File: config.mk
export PLATFORM = sky130hd
export DESIGN_NAME = pllsrch_engine
export DESIGN_NICKNAME = d
export VERILOG_FILES = /design/src/rtl/pllsrch_pkg.sv /design/src/rtl/pllsrch_prep.sv /design/src/rtl/pllsrch_div.sv /design/src/rtl/pllsrch_cmp.sv /design/src/rtl/pllsrch_engine.sv
export SDC_FILE = /design/constraint.sdc
export NUM_CORES = 1
export LEC_CHECK = 0
export BUFFER_PORTS_ARGS = -buffer_cell sky130_fd_sc_hd__buf_2
export CORE_MARGIN = 2
export CORE_UTILIZATION = 60
export CTS_CLUSTER_SIZE = 30
export DETAILED_ROUTE_END_ITERATION = 6
export GPL_ROUTABILITY_DRIVEN = 0
export PLACE_DENSITY = 0.77
export SETUP_SLACK_MARGIN = 0.1
export SLEW_MARGIN = 20
export SYNTH_ARGS = -nofsm -noshare
export SYNTH_HDL_FRONTEND = slang
export SYNTH_SLANG_ARGS = --single-unit
File: constraint.sdc
create_clock -name clk -period 17.5 [get_ports clk]
set_input_delay 2.625 -clock clk [delete_from_list [all_inputs] [get_ports clk]]
set_output_delay 2.625 -clock clk [all_outputs]
set_load 0.02 [all_outputs]
File: src/rtl/pllsrch_pkg.sv
package pllsrch_pkg;
  typedef enum logic [2:0] {
    S_IDLE,
    S_REF_GO,
    S_REF_WAIT,
    S_M_GO,
    S_M_WAIT,
    S_WARM,
    S_SCAN,
    S_FIN
  } pls_state_e;
endpackage

File: src/rtl/pllsrch_prep.sv
module pllsrch_prep #(
  parameter int TGT_W = 16,
  parameter int F_MIN = 8000,
  parameter int F_MAX = 15938,
  parameter int LIMIT = 64000,
  parameter int K_MAX = 3,
  parameter int K_W   = 2
) (
  input  logic [TGT_W-1:0] tgt,
  output logic [TGT_W-1:0] clamped,
  output logic [K_W-1:0]   k
);
  localparam int SW = TGT_W + K_MAX;
  localparam logic [TGT_W-1:0] LO_V  = TGT_W'(F_MIN);
  localparam logic [TGT_W-1:0] HI_V  = TGT_W'(F_MAX);
  localparam logic [SW-1:0]    LIM_V = SW'(LIMIT);

  logic [SW-1:0] v;

  always_comb begin
    if (tgt < LO_V)      clamped = LO_V;
    else if (tgt > HI_V) clamped = HI_V;
    else                 clamped = tgt;
    v = {{K_MAX{1'b0}}, clamped};
    k = '0;
    for (int i = 0; i < K_MAX; i++) begin
      if (v < LIM_V) begin
        v = v << 1;
        k = k + K_W'(1);
      end
    end
  end
endmodule

File: src/rtl/pllsrch_div.sv
module pllsrch_div #(
  parameter int DVD_W = 24,
  parameter int DSR_W = 17
) (
  input  logic             clk,
  input  logic             rst_n,
  input  logic             go,
  input  logic [DVD_W-1:0] dividend,
  input  logic [DSR_W-1:0] divisor,
  output logic             done,
  output logic [DVD_W-1:0] quo,
  output logic [DSR_W-1:0] rem
);
  localparam int CNT_W = $clog2(DVD_W + 1);

  logic [DSR_W-1:0] dsr_q;
  logic [DSR_W:0]   acc_q, shifted, acc_n;
  logic [DVD_W-1:0] quo_q;
  logic [CNT_W-1:0] cnt_q;
  logic             run_q, done_q, fits;

  always_comb begin
    shifted = {acc_q[DSR_W-1:0], quo_q[DVD_W-1]};
    fits    = shifted >= {1'b0, dsr_q};
    acc_n   = fits ? shifted - {1'b0, dsr_q} : shifted;
  end

  always_ff @(posedge clk or negedge rst_n) begin
    if (!rst_n) begin
      dsr_q  <= '0;
      acc_q  <= '0;
      quo_q  <= '0;
      cnt_q  <= '0;
      run_q  <= 1'b0;
      done_q <= 1'b0;
    end else begin
      done_q <= 1'b0;
      if (go) begin
        dsr_q <= divisor;
        acc_q <= '0;
        quo_q <= dividend;
        cnt_q <= CNT_W'(DVD_W);
        run_q <= 1'b1;
      end else if (run_q) begin
        acc_q <= acc_n;
        quo_q <= {quo_q[DVD_W-2:0], fits};
        cnt_q <= cnt_q - CNT_W'(1);
        if (cnt_q == CNT_W'(1)) begin
          run_q  <= 1'b0;
          done_q <= 1'b1;
        end
      end
    end
  end

  assign done = done_q;
  assign quo  = quo_q;
  assign rem  = acc_q[DSR_W-1:0];

  AST_DIV_GO_IDLE: assert property (@(posedge clk) disable iff (!rst_n)
    go |-> !run_q);
  AST_DIV_REM_BOUND: assert property (@(posedge clk) disable iff (!rst_n)
    done_q |-> (acc_q < {1'b0, dsr_q}));
endmodule

File: src/rtl/pllsrch_cmp.sv
module pllsrch_cmp #(
  parameter int Q_W = 24
) (
  input  logic [Q_W-1:0] ref_val,
  input  logic [Q_W-1:0] cand,
  input  logic [Q_W-1:0] best,
  output logic [Q_W-1:0] diff,
  output logic           better
);
  always_comb begin
    diff   = (ref_val > cand) ? ref_val - cand : cand - ref_val;
    better = diff < best;
  end
endmodule

File: src/rtl/pllsrch_engine.sv
module pllsrch_engine
  import pllsrch_pkg::*;
#(
  parameter int TGT_W     = 16,
  parameter int WORD_W    = 16,
  parameter int F_MIN     = 8000,
  parameter int F_MAX     = 15938,
  parameter int LIMIT     = 64000,
  parameter int K_MAX     = 3,
  parameter int M_LO      = 2,
  parameter int M_HI      = 30,
  parameter int N_LO      = 35,
  parameter int N_HI      = 247,
  parameter int REF_NUM   = 938356,
  parameter int REF_DEN   = 100,
  parameter int FRAC_BITS = 8,
  parameter int ZERO_WORD = 16'h00E0
) (
  input  logic              clk,
  input  logic              rst_n,
  input  logic              start,
  input  logic [TGT_W-1:0]  target,
  output logic              busy,
  output logic              done,
  output logic [WORD_W-1:0] word
);
  localparam int K_W   = $clog2(K_MAX + 1);
  localparam int M_W   = $clog2(M_HI + 1);
  localparam int N_W   = $clog2(N_HI + 1);
  localparam int D_W   = $clog2(M_HI + 3) + K_MAX + FRAC_BITS;
  localparam int Q_W   = TGT_W + FRAC_BITS;
  localparam int W_W   = $clog2(N_HI + 9);
  localparam logic [M_W-1:0]    M_LO_V = M_W'(M_LO);
  localparam logic [M_W-1:0]    M_HI_V = M_W'(M_HI);
  localparam logic [N_W-1:0]    N_LO_V = N_W'(N_LO);
  localparam logic [N_W-1:0]    N_HI_V = N_W'(N_HI);
  localparam logic [W_W-1:0]    W_LAST = W_W'(N_LO + 7);
  localparam logic [Q_W-1:0]    C_V    = Q_W'(REF_NUM);
  localparam logic [D_W-1:0]    DEN_V  = D_W'(REF_DEN);
  localparam logic [WORD_W-1:0] ZW_V   = WORD_W'(ZERO_WORD);

  pls_state_e st_q;
  logic [TGT_W-1:0]  clamp_c, clamp_q;
  logic [K_W-1:0]    k_c, k_q;
  logic [M_W-1:0]    m_q, bm_q;
  logic [N_W-1:0]    n_q, bn_q;
  logic [W_W-1:0]    w_q;
  logic [Q_W-1:0]    ref_q, best_q, q_q, qc_q, q_n, diff;
  logic [D_W-1:0]    r_q, rc_q, r_n, mp2, dsr_m;
  logic [D_W:0]      r_sum;
  logic              wrap, better;
  logic              done_q;
  logic [WORD_W-1:0] word_q;
  logic              div_go, div_done;
  logic [Q_W-1:0]    div_dvd, div_quo;
  logic [D_W-1:0]    div_dsr, div_rem;

  pllsrch_prep #(
    .TGT_W(TGT_W), .F_MIN(F_MIN), .F_MAX(F_MAX),
    .LIMIT(LIMIT), .K_MAX(K_MAX), .K_W(K_W)
  ) u_prep (
    .tgt(target), .clamped(clamp_c), .k(k_c)
  );

  // divisor for the current M: (M+2) * 2^K * 2^FRAC_BITS
  assign mp2   = {{(D_W-M_W){1'b0}}, m_q} + D_W'(2);
  assign dsr_m = (mp2 << k_q) << FRAC_BITS;

  assign div_go  = (st_q == S_REF_GO) || (st_q == S_M_GO);
  assign div_dvd = (st_q == S_REF_GO) ? {clamp_q, {FRAC_BITS{1'b0}}} : C_V;
  assign div_dsr = (st_q == S_REF_GO) ? DEN_V : dsr_m;

  pllsrch_div #(.DVD_W(Q_W), .DSR_W(D_W)) u_div (
    .clk(clk), .rst_n(rst_n), .go(div_go),
    .dividend(div_dvd), .divisor(div_dsr),
    .done(div_done), .quo(div_quo), .rem(div_rem)
  );

  pllsrch_cmp #(.Q_W(Q_W)) u_cmp (
    .ref_val(ref_q), .cand(q_q), .best(best_q),
    .diff(diff), .better(better)
  );

  // step the running quotient/remainder of C*(N+8)/D by one N
  always_comb begin
    r_sum = {1'b0, r_q} + {1'b0, rc_q};
    wrap  = r_sum >= {1'b0, dsr_m};
    r_n   = wrap ? D_W'(r_sum - {1'b0, dsr_m}) : r_sum[D_W-1:0];
    q_n   = q_q + qc_q + Q_W'(wrap);
  end

  always_ff @(posedge clk or negedge rst_n) begin
    if (!rst_n) begin
      st_q    <= S_IDLE;
      clamp_q <= '0;
      k_q     <= '0;
      m_q     <= '0;
      n_q     <= '0;
      w_q     <= '0;
      bm_q    <= '0;
      bn_q    <= '0;
      ref_q   <= '0;
      best_q  <= '1;
      q_q     <= '0;
      r_q     <= '0;
      qc_q    <= '0;
      rc_q    <= '0;
      done_q  <= 1'b0;
      word_q  <= '0;
    end else begin
      done_q <= 1'b0;
      case (st_q)
        S_IDLE: if (start) begin
          if (target == '0) begin
            word_q <= ZW_V;
            done_q <= 1'b1;
          end else begin
            clamp_q <= clamp_c;
            k_q     <= k_c;
            m_q     <= M_LO_V;
            best_q  <= '1;
            bm_q    <= '0;
            bn_q    <= '0;
            st_q    <= S_REF_GO;
          end
        end
        S_REF_GO:   st_q <= S_REF_WAIT;
        S_REF_WAIT: if (div_done) begin
          ref_q <= div_quo;
          st_q  <= S_M_GO;
        end
        S_M_GO:     st_q <= S_M_WAIT;
        S_M_WAIT: if (div_done) begin
          qc_q <= div_quo;
          rc_q <= div_rem;
          q_q  <= '0;
          r_q  <= '0;
          w_q  <= '0;
          st_q <= S_WARM;
        end
        S_WARM: begin
          q_q <= q_n;
          r_q <= r_n;
          w_q <= w_q + W_W'(1);
          if (w_q == W_LAST) begin
            n_q  <= N_LO_V;
            st_q <= S_SCAN;
          end
        end
        S_SCAN: begin
          if (better) begin
            best_q <= diff;
            bm_q   <= m_q;
            bn_q   <= n_q;
          end
          q_q <= q_n;
          r_q <= r_n;
          if (n_q == N_HI_V) begin
            if (m_q == M_HI_V) begin
              st_q <= S_FIN;
            end else begin
              m_q  <= m_q + M_W'(1);
              st_q <= S_M_GO;
            end
          end else begin
            n_q <= n_q + N_W'(1);
          end
        end
        S_FIN: begin
          word_q <= (WORD_W'(bn_q) << 8) + (WORD_W'(k_q) << 6) + WORD_W'(bm_q);
          done_q <= 1'b1;
          st_q   <= S_IDLE;
        end
        default: st_q <= S_IDLE;
      endcase
    end
  end

  assign busy = (st_q != S_IDLE);
  assign done = done_q;
  assign word = word_q;

  AST_DONE_IDLE: assert property (@(posedge clk) disable iff (!rst_n)
    done |-> !busy);
  AST_DONE_ONE: assert property (@(posedge clk) disable iff (!rst_n)
    (done && !start) |=> !done);
  AST_WORD_HOLD: assert property (@(posedge clk) disable iff (!rst_n)
    !done |-> $stable(word));
  AST_WORD_FIELDS: assert property (@(posedge clk) disable iff (!rst_n)
    (done && word != ZW_V) |-> (word[5] == 1'b0 &&
      word[4:0] >= 5'(M_LO) && word[4:0] <= 5'(M_HI) &&
      word[15:8] >= 8'(N_LO) && word[15:8] <= 8'(N_HI)));
  AST_BEST_NONINC: assert property (@(posedge clk) disable iff (!rst_n)
    (st_q == S_SCAN) |=> (best_q <= $past(best_q)));
  AST_START_IGNORED: assert property (@(posedge clk) disable iff (!rst_n)
    (busy && st_q != S_FIN) |=> busy);
endmodule

==> out/summary.md, run 1 <==
The flow ran to the end, and the final reports show no timing, DRC or antenna violations. The category of the most critical setup path is flip-flop to flip-flop. In this run, post-CTS hold repair placed 0 buffers. In the synthesized netlist the async set-or-reset flop fraction comes to 100%.

Dividing total power by cell area gives a power density of 68.5 nW/um^2. In the routed design, unresolved DRC markers number 0. The mean routed wirelength per cell works out to 18.3 um. The number of different library cells used by synthesis comes to 80.

Across the run, the number of max-cap violations was 0. The hold path depth was 2. The number of nets with antenna violations after detailed routing is 0, and the first-pass GRT wire length is 64100 um.

At the later pin of the worst-skew pair, clock insertion delay measures 0.56 ns. Of all nets on the critical path, the largest fanout is 15. Of the total synthesized cell area, the portion taken by full adders, half adders and majority gates is 11.8%. By area the synthesized netlist is led by dfrtp_1 36%, ha_1 11%, mux2_2 4.6%, dfstp_2 3.8%, o21ai_0 3.8%. The most critical setup path has its startpoint at r_q[0].

The simple-gate share of the synthesized area is 13.2%. Ranked by instance count, the synthesized netlist is headed by 236 x dfrtp_1, 153 x nand2_1, 145 x ha_1. Summing every instance area after synthesis gives 16500 sq um. Clock-pin slew was measured on the worst setup and hold paths at 0.06 ns.

The total of endpoints with negative setup slack in the final report came out at 0. Worst setup path endpoint: q_q[23]. The depth of the CTS H-tree is 1, and the ratio of final minimum period to clock period is 43.5%. The gate count of the mapped netlist is 1745. The slowest stage of the critical path is the o41ai_1 cell. The sum of buffers and inverters on the critical path was 1. The number of sinks on the clock net was 260; the path depth of the worst reg2reg path was 31. The average cell area after synthesis is 9.43 sq um, and the number of antenna violations at the first check in global routing is 0. The number of placed instances, taps included, is 2058.

Utilization of the core after routing: 66.1%. The dominant cell type by area after synthesis is dfrtp_1. The filler cells instantiated in the layout total 2144. The number of warnings printed during yosys synthesis was 0; the achievable frequency was 132 MHz. The floorplan step set the die height to 170 um.

The tools report the number of search-and-repair iterations in the first detailed-routing pass as 5. The number of antenna repair diodes was 0; the final hold violation count was 0. The area fraction of the dominant cell type after synthesis is 35.9%, and the number of flip-flops and latches in the synthesized netlist is 260.

Sequential elements use 39.7% of the synthesized area. Post-CTS timing repair inserted 0 buffers for setup. Summing over every cut layer, the via total after detailed routing is 13025. The worst register-to-register path has a setup slack of 9.90 ns. In this run, synthesis inferred 0 flip-flops with an integrated enable.

The analysis attributes to cell leakage a power of 8.64 nW. The dominant cell by count in the synthesized netlist is dfrtp_1. On the worst path, the slowest cell contributes a delay of 0.72 ns. Across the VDD grid, the largest voltage drop is 80.5 uV. Summing the areas of all compound-gate instances in the mapped netlist gives 19.7% of the synthesized area. The worst register-to-register path begins at r_q[0]. For the non-filler instance count after layout, the log shows 2111. The cell sitting at the root of the clock tree is a clkbuf_16. The initialized floorplan defines 60 standard-cell rows. The combinational family with the most area after synthesis is compound AO/OA/AOI/OAI gates.

In the routed layout, each cell is associated on average with a via count of 6.17. After detailed routing, the total wire length is 38700 um. The wire-length estimate of the detail-placed layout is 28000 um.

The largest delay contributor family on the critical path is compound AO/OA/AOI/OAI gates. The count of buffers added on input and output ports is 36. The leftover overflow at the end of global routing was 0. The most numerous cell type found on the critical path is a21oi_1.

Headroom to the max-slew limit came out at 29.2%. The worst path meets setup with 9.90 ns of slack. The I/O pin total came out at 37. Adding up every negative setup slack in the final design gives 0 ns.

The run gives 0.480 ns as the worst hold margin. The layout net count is 1918, and the DRC marker count from the first detailed-route iteration is 892. Area of the placeable core: 27000 sq um. For this configuration, the core starts out at a cell density of 61.1%.

Setup repair after global routing left no endpoint under its margin. The relative area change from synthesis to final layout is 8.33%. TritonCTS built the clock tree.

The data arrival time of the critical path was 8.02 ns; the width of the chip was 170 um. TritonCTS created 28 clock buffers. Timing analysis after detailed placement gives a worst setup slack of 10.03 ns. The type of destination of the critical path was a flip-flop.

The worst clock skew was 0.0220 ns. For this run, the total global-route usage over all layers was measured as 27.2%. Entering global routing, the biggest net connects 127 pins. The critical path depth is 31. The fraction of final layout cells sized beyond drive strength 1 was 12.1%. The run gives 17.92 ns as the data required time at the worst endpoint. The die covers 28800 sq um. Once the clock tree was built, the resizer swapped 0 gates to a different size. STA classifies the critical path startpoint as a flip-flop.

The dominant register cell in the synthesized netlist is dfrtp_1. The via count of the first global-routing pass was 12926; the maximum buffer depth of the clock tree was 3. Summing the areas of all xor and xnor instances in the mapped netlist gives 4.10% of the synthesized area. Number of slew-limit violations in the final report: 0.

Counting I/O delays and the setup requirement, the final critical path takes 7.60 ns. Measured against the total synthesized area, the mux share comes to 6.84%. The transition time of the tightest slew-check pin came out at 1.06 ns.

Capture instance of the worst register-to-register path: q_q[23]. The worst hold path belongs to the class flip-flop to flip-flop.
## per-stage QoR
stage	cell area, sq um	power [W]
final	17800	0.00122
after global routing	17800	0.00126
after global placement	16900	0.000652
after detailed placement	16900	0.000653
after floorplan	16500	0.000632
after CTS	17800	0.00123
## where the power goes
part	internal (W)	leakage, nW	switching (W)	total (W)
clock network	0.000329	0.431	0.000251	0.000580
logic	0.0000109	4.76	0.0000245	0.0000354
registers	0.000604	3.44	0.00000258	0.000606
## final cells by class
cell class	instances	area, sq um	area share (%)
clock buffers	41	790	4.43
clock inverters	11	106	0.597
inverters	124	465	2.61
multi-input cells	1287	9210	51.7
flip-flops and latches	260	6540	36.7
well taps	341	427	2.39
repair buffers	47	293	1.64
## worst min path at each step
stage	start	endpoint	slack (ns)
2_1_floorplan	clamp_q[12]	clamp_q[12]	0.44
3_3_place_gp	clamp_q[12]	clamp_q[12]	0.45
3_5_place_dp	clamp_q[12]	clamp_q[12]	0.46
4_1_cts	clamp_q[12]	clamp_q[12]	0.48
5_1_grt	clamp_q[9]	clamp_q[9]	0.51
6_report	word[8]	word[8]	0.48
## placed cells by master (no fill, tap or decap), types with 16 or more instances in the layout
master and n:
a211oi_1 23, nor3_1 25, a21o_1 39, a22o_1 23, mux2_2 67, o21a_1 25
xor2_1 32, nand4_1 19, xnor2_1 45, a21oi_1 111, nand3_1 27, nor2b_1 16
nor2_1 120, dfstp_2 24, o22ai_1 24, nand2_1 153, mux2i_1 36, buf_2 35
o21ai_0 126, inv_1 123, nand2b_1 19, dfrtp_1 235, clkbuf_16 28, ha_1 145
## state kept, by name, summed over array words and instances, names as in the netlist, 10 cells and up
| name | count |
|---|---|
| rc_q | 17 |
| word | 16 |
| best_q | 24 |
| q_q | 24 |
| ref_q | 24 |
| u_div.acc_q | 17 |
| r_q | 17 |
| u_div.dsr_q | 10 |
| qc_q | 24 |
| clamp_q | 16 |
| u_div.quo | 24 |
## worst register-to-register path: cells and delay by family (launching register included)
| family | cells | cell delay (ns) |
|---|---|---|
| muxes | 1 | 0.10 |
| and+or+nand+nor | 5 | 0.71 |
| adders and majority gates | 4 | 1.22 |
| xor gates and xnor gates | 1 | 0.18 |
| DFF | 1 | 0.38 |
| buffers and inverters | 1 | 0.24 |
| AOI/OAI and AO/OA | 19 | 4.63 |
## per-layer routing
layer	wire [um]	GRT usage [%]
met5	0	0
met4	1290	9.33
met3	1740	3.19
met2	18600	47.1
met1	17100	35.6
## kinds of logic after synthesis
| family | after synthesis |
|---|---|
| simple gates | 457 |
| fa+ha+maj | 151 |
| flops | 260 |
| other cells | 2 |
| mux | 104 |
| buf+inv | 200 |
| compound gates | 494 |
| xor+xnor | 77 |
Power figures use the tool's default switching activity.
==> run 2, diff against run 1 <==
- ABC_AREA: not set -> 1
- clock period: 17.5 -> 7.8 ns (I/O delays scaled with it)
==> out/summary.md, run 2 <==
The run finished with clean final reports. The clock-pin slew reported for the worst setup and hold paths after clock tree synthesis was 0.06 ns (about the same). The dominant register cell in the synthesized netlist was dfrtp_1 (unchanged). The tools report the met3 global-route usage as 3.90% (was 3.19%). Transition time of the tightest slew-check pin: 1.07 ns (was 1.06 ns).

The sum of buffers and inverters on the critical path was 3 (was 1); the detailed-placement wirelength estimate was 35300 um (was 28000 um). The busiest layer in global routing is met2 (unchanged). The number of buffers inserted by hold repair at cts is 0 (unchanged). The run gives 37 (unchanged) as the I/O pin total. The tools report the first-pass GRT wire length as 77400 um (was 64100 um). The run gives 260 (unchanged) as the number of sinks on the clock net. For the worst clock skew, the log shows 0.0133 ns (was 0.0220 ns).

The most common cell after layout, fill and taps aside was nand2_1 (was dfrtp_1). The placed instance area was 18200 sq um (was 16900 sq um); the critical path's largest stage delay was 0.46 ns (was 0.72 ns). The largest driver fanout on the critical path is 10 (was 15). The logs give 64 (was 80) for the count of cell types in the netlist and 3 (unchanged) for the maximum buffer depth of the clock tree.

Commonest cells in the netlist: 603 x nand2_1, 355 x inv_1, 236 x dfrtp_1 (was 236 x dfrtp_1, 153 x nand2_1, 145 x ha_1). Number of filler cells placed in the layout: 2561 (was 2144). The average cell area after synthesis works out to 7.42 sq um (was 9.43 sq um).

The cell repeated most along the worst path is nand2_1 (was a21oi_1). The count of input and output buffers came out at 36 (unchanged). The total global-route track usage was 30.7% (was 27.2%); the die height was 176 um (was 170 um). For the number of core rows, the log shows 63 (was 60).

The routed via count is 16232 (was 13025), and the layout net count is 2583 (was 1918). The initial cell density of the core is 60.4% (was 61.1%). The ratio of final minimum period to clock period is 74.1% (was 43.5%). For the count of unresolved DRC violations after routing, the log shows 0 (unchanged).

The area fraction of the dominant cell type after synthesis works out to 33.2% (was 35.9%). The kind of start point of the critical path was a flip-flop (unchanged). The tools report the root buffer selected by CTS as clkbuf_16 (unchanged). Post-route minimum period: 5.78 ns (was 7.60 ns). The area of the placeable core came out at 29400 sq um (was 27000 sq um).

Largest delay contributor family on the critical path: adder cells (was compound AO/OA/AOI/OAI gates). Category of the most critical setup path: flip-flop to flip-flop (unchanged). Commonest non-fill, non-tap cells in the layout: 603 x nand2_1, 355 x inv_1, 236 x dfrtp_1 (was 235 x dfrtp_1, 153 x nand2_1, 145 x ha_1).

Relative area change from synthesis to final layout: 7.93% (was 8.33%). The number of slew-limit violations in the final report was 0 (unchanged); the final cell area excluding filler cells was 19200 sq um (was 17800 sq um). Largest cells by area after synthesis: dfrtp_1 33%, nand2_1 13%, ha_1 10%, inv_1 7.5%, o21ai_0 6.1% (was dfrtp_1 36%, ha_1 11%, mux2_2 4.6%, dfstp_2 3.8%, o21ai_0 3.8%). The mean number of vias per cell was 5.75 (was 6.17). The critical path depth was 32 (was 31). Standard cell with the maximum stage delay on the critical path: fa_1 (was o41ai_1). The mean routed wirelength per cell was 16.7 um (was 18.3 um); the via count of the first global-routing pass was 15390 (was 12926).

Number of flip-flops and latches in the synthesized netlist: 260 (unchanged). TritonCTS built the clock tree. The tools report the maximum number of pins on one net before global-route repair as 172 (was 127).

The tools report the startpoint of the most critical register-to-register path as r_q[0] (unchanged). The sequential-to-total area share from yosys stat is 36.8% (was 39.7%), and the share of async-settable or async-resettable flops after synthesis is 100% (unchanged). For the total CTS buffers, the log shows 29 (was 28). The die area is 31000 sq um (was 28800 sq um). The tools report the beginning of the worst hold path as rc_q[9] (was word[8]). The total of endpoints with negative setup slack in the final report was 0 (unchanged); the data arrival time of the critical path was 6.22 ns (was 8.02 ns).

The tools report the maximum vdd ir drop as 326 uV (was 80.5 uV). Met1 track utilization from global routing: 41.7% (was 35.6%). The number of antenna violations at the first check in global routing was 2 (was 0). The depth of the CTS H-tree was 1 (unchanged); the worst hold margin was 0.479 ns (was 0.480 ns).

The path depth of the worst reg2reg path is 32 (was 31), and the final hold violation count is 0 (unchanged). The width of the chip works out to 176 um (was 170 um). Number of search-and-repair iterations in the first detailed-routing pass: 6 (was 5). The max-capacitance violation count came out at 0 (unchanged). Dominant cell by count in the synthesized netlist: nand2_1 (was dfrtp_1).

The worst setup path startpoint is r_q[0] (unchanged). Setup repair after global routing left no endpoint under its margin. The number of nets with antenna violations after detailed routing is 0 (unchanged). The dominant cell type by area after synthesis was dfrtp_1 (unchanged).

The total negative setup slack came out at 0 ns (unchanged). The global routing usage on met2 was 50.8% (was 47.1%). The total of cells resized after clock tree synthesis is 0 (unchanged), and the leftover overflow at the end of global routing is 0 (unchanged).

The hold path depth is 2 (unchanged), and the synthesized area is 17800 sq um (was 16500 sq um). Number of warnings printed during yosys synthesis: 0 (unchanged). Achievable frequency: 173 MHz (was 132 MHz).

The number of enable-type register cells in the synthesized netlist works out to 0 (unchanged). The tools report the type of destination of the critical path as a flip-flop (unchanged). The total power divided by cell area was 389 nW/um^2 (was 68.5 nW/um^2).

The run gives 47200 um (was 38700 um) as the post-detailed-routing wire length. Count of buffers added by post-CTS timing repair for setup: 0 (unchanged). The DRC marker count from the first detailed-route iteration is 1501 (was 892), and the normalized max-slew margin is 28.6% (was 29.2%). The gate count of the mapped netlist is 2395 (was 1745), and the static leakage is 10.3 nW (was 8.64 nW).

The worst hold path class was flip-flop to flip-flop (unchanged). The clock insertion delay at the later pin of the skew report is 0.56 ns (about the same). The data required time at the worst endpoint is 8.24 ns (was 17.92 ns), and the fraction of final layout cells sized beyond drive strength 1 is 6.86% (was 12.1%).
-- run 2: cells by family (layout without fill, tap and decap cells) --
kind of cell	count (synthesis)	after routing	synth area share (%)
flip-flops	260	260	36.8
XOR/XNOR	62	62	3.06
AO/OA/AOI/OAI	530	530	16.8
other	2	6	0.0423
AND/OR/NAND/NOR	965	965	23.0
adder cells (fa/ha/maj)	151	151	10.9
buffers and inverters	424	460	9.43
multiplexers	1	1	0.0563
-- run 2: per-stage QoR --
step / worst slack, ns / util, % / instances / power, W
2_1_floorplan: 2.78 / - / 2397 / 0.00512
3_3_place_gp: 2.33 / 62.0 / 2772 / 0.00589
3_5_place_dp: 2.17 / 62.0 / 2772 / 0.00604
4_1_cts: 2.12 / 65.2 / 2823 / 0.00745
5_1_grt: 1.58 / 65.2 / 2825 / 0.00816
6_report: 2.02 / 65.2 / 2825 / 0.00747
-- run 2: layout make-up --
type / instances / area, sq um / share of cell area [%]
clock buffers: 41 / 831 / 4.33
well taps: 390 / 488 / 2.54
inverters: 365 / 1370 / 7.14
repair buffers: 44 / 263 / 1.37
multi-input cells: 1713 / 9580 / 49.9
clock inverters: 10 / 110 / 0.574
diodes: 2 / 5.00 / 0.0261
flip-flops and latches: 260 / 6540 / 34.1
-- run 2: tightest hold or removal path: cells and delay by family (launching register included) --
| kind | cells | cell delay (ns) |
|---|---|---|
| DFF | 1 | 0.35 |
| and+or+nand+nor | 2 | 0.10 |
-- run 2: power by group --
part	internal (W)	switching [W]	total (W)	leakage (nW)
Sequential	0.00172	0.000211	0.00194	3.39
Combinational	0.00142	0.00275	0.00417	6.43
Clock	0.000802	0.000565	0.00137	0.454
Total	0.00395	0.00352	0.00747	10.3
-- run 2: path summary, 6_finish.rpt --
path / endpoint / slack [ns]
worst min-delay path: rc_q[9] / 0.48
worst min register to register: rc_q[9] / 0.48
max in group asynchronous: ref_q[9] / 5.76
worst max register to register: q_q[16] / 2.02
worst max-delay path: q_q[16] / 2.02
min in group asynchronous: ref_q[16] / 0.64
-- run 2: metal layers --
metal  wire length, um  vias to the layer above
li1                  -                     7874
met2             22200                      578
met4              1540                        0
met3              2950                      110
met5                 0                        -
met1             20600                     7670
==> run 3, diff against run 2 <==
- ABC_AREA: 1 -> 0
- CORE_UTILIZATION: 60 -> 58
- PLACE_DENSITY: 0.77 -> 0.78
- clock period: 7.8 -> 4.9 ns (I/O delays scaled with it)
==> out/summary.md, run 3 (synthesis gave the netlist of run 1 again) <==
The flow ran to the end, but the final reports show violations. The final reports fail on negative setup slack. The fraction of final layout cells sized beyond drive strength 1 was 29.3% (was 6.86%); the first-pass GRT wire length was 73700 um (was 77400 um). Overall power after layout: 0.00450 W (was 0.00747 W). The run gives 27900 sq um (was 29400 sq um) as the area of the placeable core.

For the number of core rows, the log shows 61 (was 63). The critical path's largest stage delay is 0.47 ns (was 0.46 ns), and the die area is 29700 sq um (was 31000 sq um). Root buffer selected by CTS: clkbuf_16 (unchanged). The via count of the first global-routing pass is 14605 (was 15390), and the final hold violation count is 0 (unchanged). The largest driver fanout on the critical path is 4 (was 10), and the maximum buffer depth of the clock tree is 3 (unchanged).

Internal power component: 0.00346 W (was 0.00395 W). The total CTS buffers was 29 (unchanged); the number of search-and-repair iterations in the first detailed-routing pass was 6 (unchanged). For the routed via count, the log shows 14637 (was 16232). The detailed-placement wirelength estimate came out at 30100 um (was 35300 um). The standard cell with the maximum stage delay on the critical path was o41ai_4 (was fa_1). The sum of buffers and inverters on the critical path works out to 2 (was 3). The data required time at the worst endpoint is 5.37 ns (was 8.24 ns), and the number of antenna violations at the first check in global routing is 0 (was 2). The final cell area excluding filler cells was 20800 sq um (was 19200 sq um); the number of sinks on the clock net was 260 (unchanged). The worst hold path class is primary input to asynchronous set/reset pin (was flip-flop to flip-flop). Placed instance area: 18300 sq um (was 18200 sq um). The mean number of vias per cell works out to 6.14 (was 5.75).

Type of destination of the critical path: a flip-flop (unchanged). The total global-route track usage is 31.0% (was 30.7%). The depth of the CTS H-tree came out at 1 (unchanged). The run gives -1.57 ns (was 2.17 ns) as the post-placement worst setup slack. The post-detailed-routing wire length was 47700 um (was 47200 um); the leftover overflow at the end of global routing was 0 (unchanged). Switching power as a share of total power: 23.1% (was 47.1%).

The cell repeated most along the worst path is o21a_1 (was nand2_1). The total power divided by cell area was 217 nW/um^2 (was 389 nW/um^2); the maximum vdd ir drop was 292 uV (was 326 uV). The relative area change from synthesis to final layout is 26.2% (was 7.93%), and the part of the power in combinational logic is 3.9% (was 55.8%).

The die height works out to 172 um (was 176 um). The layout net count was 2150 (was 2583); the mean routed wirelength per cell was 20.0 um (was 16.7 um). The worst clock skew was 0.0162 ns (was 0.0133 ns); the width of the chip was 172 um (was 176 um). The post-route minimum period works out to 6.66 ns (was 5.78 ns). The run gives 150 MHz (was 173 MHz) as the achievable frequency. The logs give 0.58 ns (was 0.56 ns) for the clock insertion delay at the later pin of the skew report and 0 (unchanged) for the count of unresolved DRC violations after routing.

Largest delay contributor family on the critical path: compound AO/OA/AOI/OAI gates (was adder cells). The clock-pin slew reported for the worst setup and hold paths after clock tree synthesis was 0.06 ns (about the same); the number of nets with antenna violations after detailed routing was 0 (unchanged). The initial cell density of the core was 59.1% (was 60.4%); the max-capacitance violation count was 0 (unchanged). The tools report the total of endpoints with negative setup slack in the final report as 58 (was 0). Commonest non-fill, non-tap cells in the layout: 235 x dfrtp_1, 204 x buf_4, 139 x ha_1 (was 603 x nand2_1, 355 x inv_1, 236 x dfrtp_1).

The DRC marker count from the first detailed-route iteration is 1263 (was 1501). The I/O pin total is 37 (unchanged). The transition time of the tightest slew-check pin came out at 1.02 ns (was 1.07 ns).

The maximum number of pins on one net before global-route repair came out at 105 (was 172). The number of buffers inserted by hold repair at cts is 0 (unchanged). The logs give 48.0% (was 18.3%) for the clock share of power and 1782 (was 2561) for the number of filler cells placed in the layout. TritonCTS built the clock tree. For the number of slew-limit violations in the final report, the log shows 0 (unchanged).

Ratio of final minimum period to clock period: 136% (was 74.1%). Setup repair after global routing could not meet its margin everywhere. The sequential power share came out at 48.1% (was 25.9%).

The least setup slack across all paths after layout was -1.76 ns (was 2.02 ns). Most common cell after layout, fill and taps aside: dfrtp_1 (was nand2_1). The static leakage was 10.3 nW (about the same). Utilization of the core after routing: 74.5% (was 65.2%). Category of the most critical setup path: flip-flop to flip-flop (unchanged). The run gives 7.13 ns (was 6.22 ns) as the data arrival time of the critical path. For the normalized max-slew margin, the log shows 31.7% (was 28.6%).

The run gives -29.84 ns (was 0 ns) as the total negative setup slack. The kind of start point of the critical path was a flip-flop (unchanged). The run gives 0.00104 W (was 0.00352 W) as the reported net switching power. The count of input and output buffers works out to 36 (unchanged).
==> run 3: power groups by stage <==
stage                     Clock, W  Combinational (W)  Sequential, W
after floorplan                  0          0.0000591        0.00220
after global placement           0           0.000147        0.00220
after detailed placement         0           0.000151        0.00220
after CTS                  0.00217           0.000156        0.00216
after global routing       0.00226           0.000191        0.00216
final                      0.00216           0.000174        0.00216
==> run 3: area by class of cell <==
type                       instances  area (sq um)  area share, %
inverter                         124           470           2.27
timing repair buffer             277          2310           11.1
tap                              378           473           2.28
multi-input combinational       1288         10000           48.3
sequential                       260          6540           31.5
clock buffer                      38           820           3.95
antenna                            1          2.50         0.0120
clock inverter                    16           128          0.615
==> run 3: final timing paths <==
check,startpoint,endpoint,slack (ns),cells after the start
max in group asynchronous,rst_n,u_div.quo[1],3.66,2
min in group clk,target[11],clamp_q[11],0.41,2
worst min register to register,clamp_q[14],u_div.quo[22],0.49,2
worst max register to register,r_q[0],q_q[17],-1.76,30
worst max-delay path,r_q[0],q_q[17],-1.76,30
worst min-delay path,rst_n,ref_q[3],0.22,1
==> run 3: stage by stage <==
| step | cells | hold WS [ns] |
|---|---|---|
| after floorplan | 1747 | 0.439 |
| after global placement | 2257 | 0.454 |
| after detailed placement | 2257 | 0.468 |
| after CTS | 2354 | 0.264 |
| after global routing | 2381 | 0.301 |
| final | 2382 | 0.223 |
==> run 3: what timing repair did <==
| item | CTS | global route |
|---|---|---|
| setup buffers | 38 | 31 |
| gates resized for setup | 122 | 100 |
| endpoints found under the setup margin | 61 | 70 |
| pin swaps | 65 | 46 |
| gates cloned | 7 | 0 |
==> run 3: layer usage <==
metal / wire length (um) / track usage [%]
met2: 23400 / 52.4
met3: 2750 / 4.83
met5: 0 / 0
met1: 19400 / 39.3
met4: 2200 / 14.1
==> run 3: worst register-to-register path: cells and delay by family, from the launching register on <==
family          cells  cell delay, ns
compound gates     18            3.73
xor+xnor            1            0.10
fa+ha+maj           4            1.14
buf+inv             2            0.30
flops               1            0.40
simple gates        5            0.88
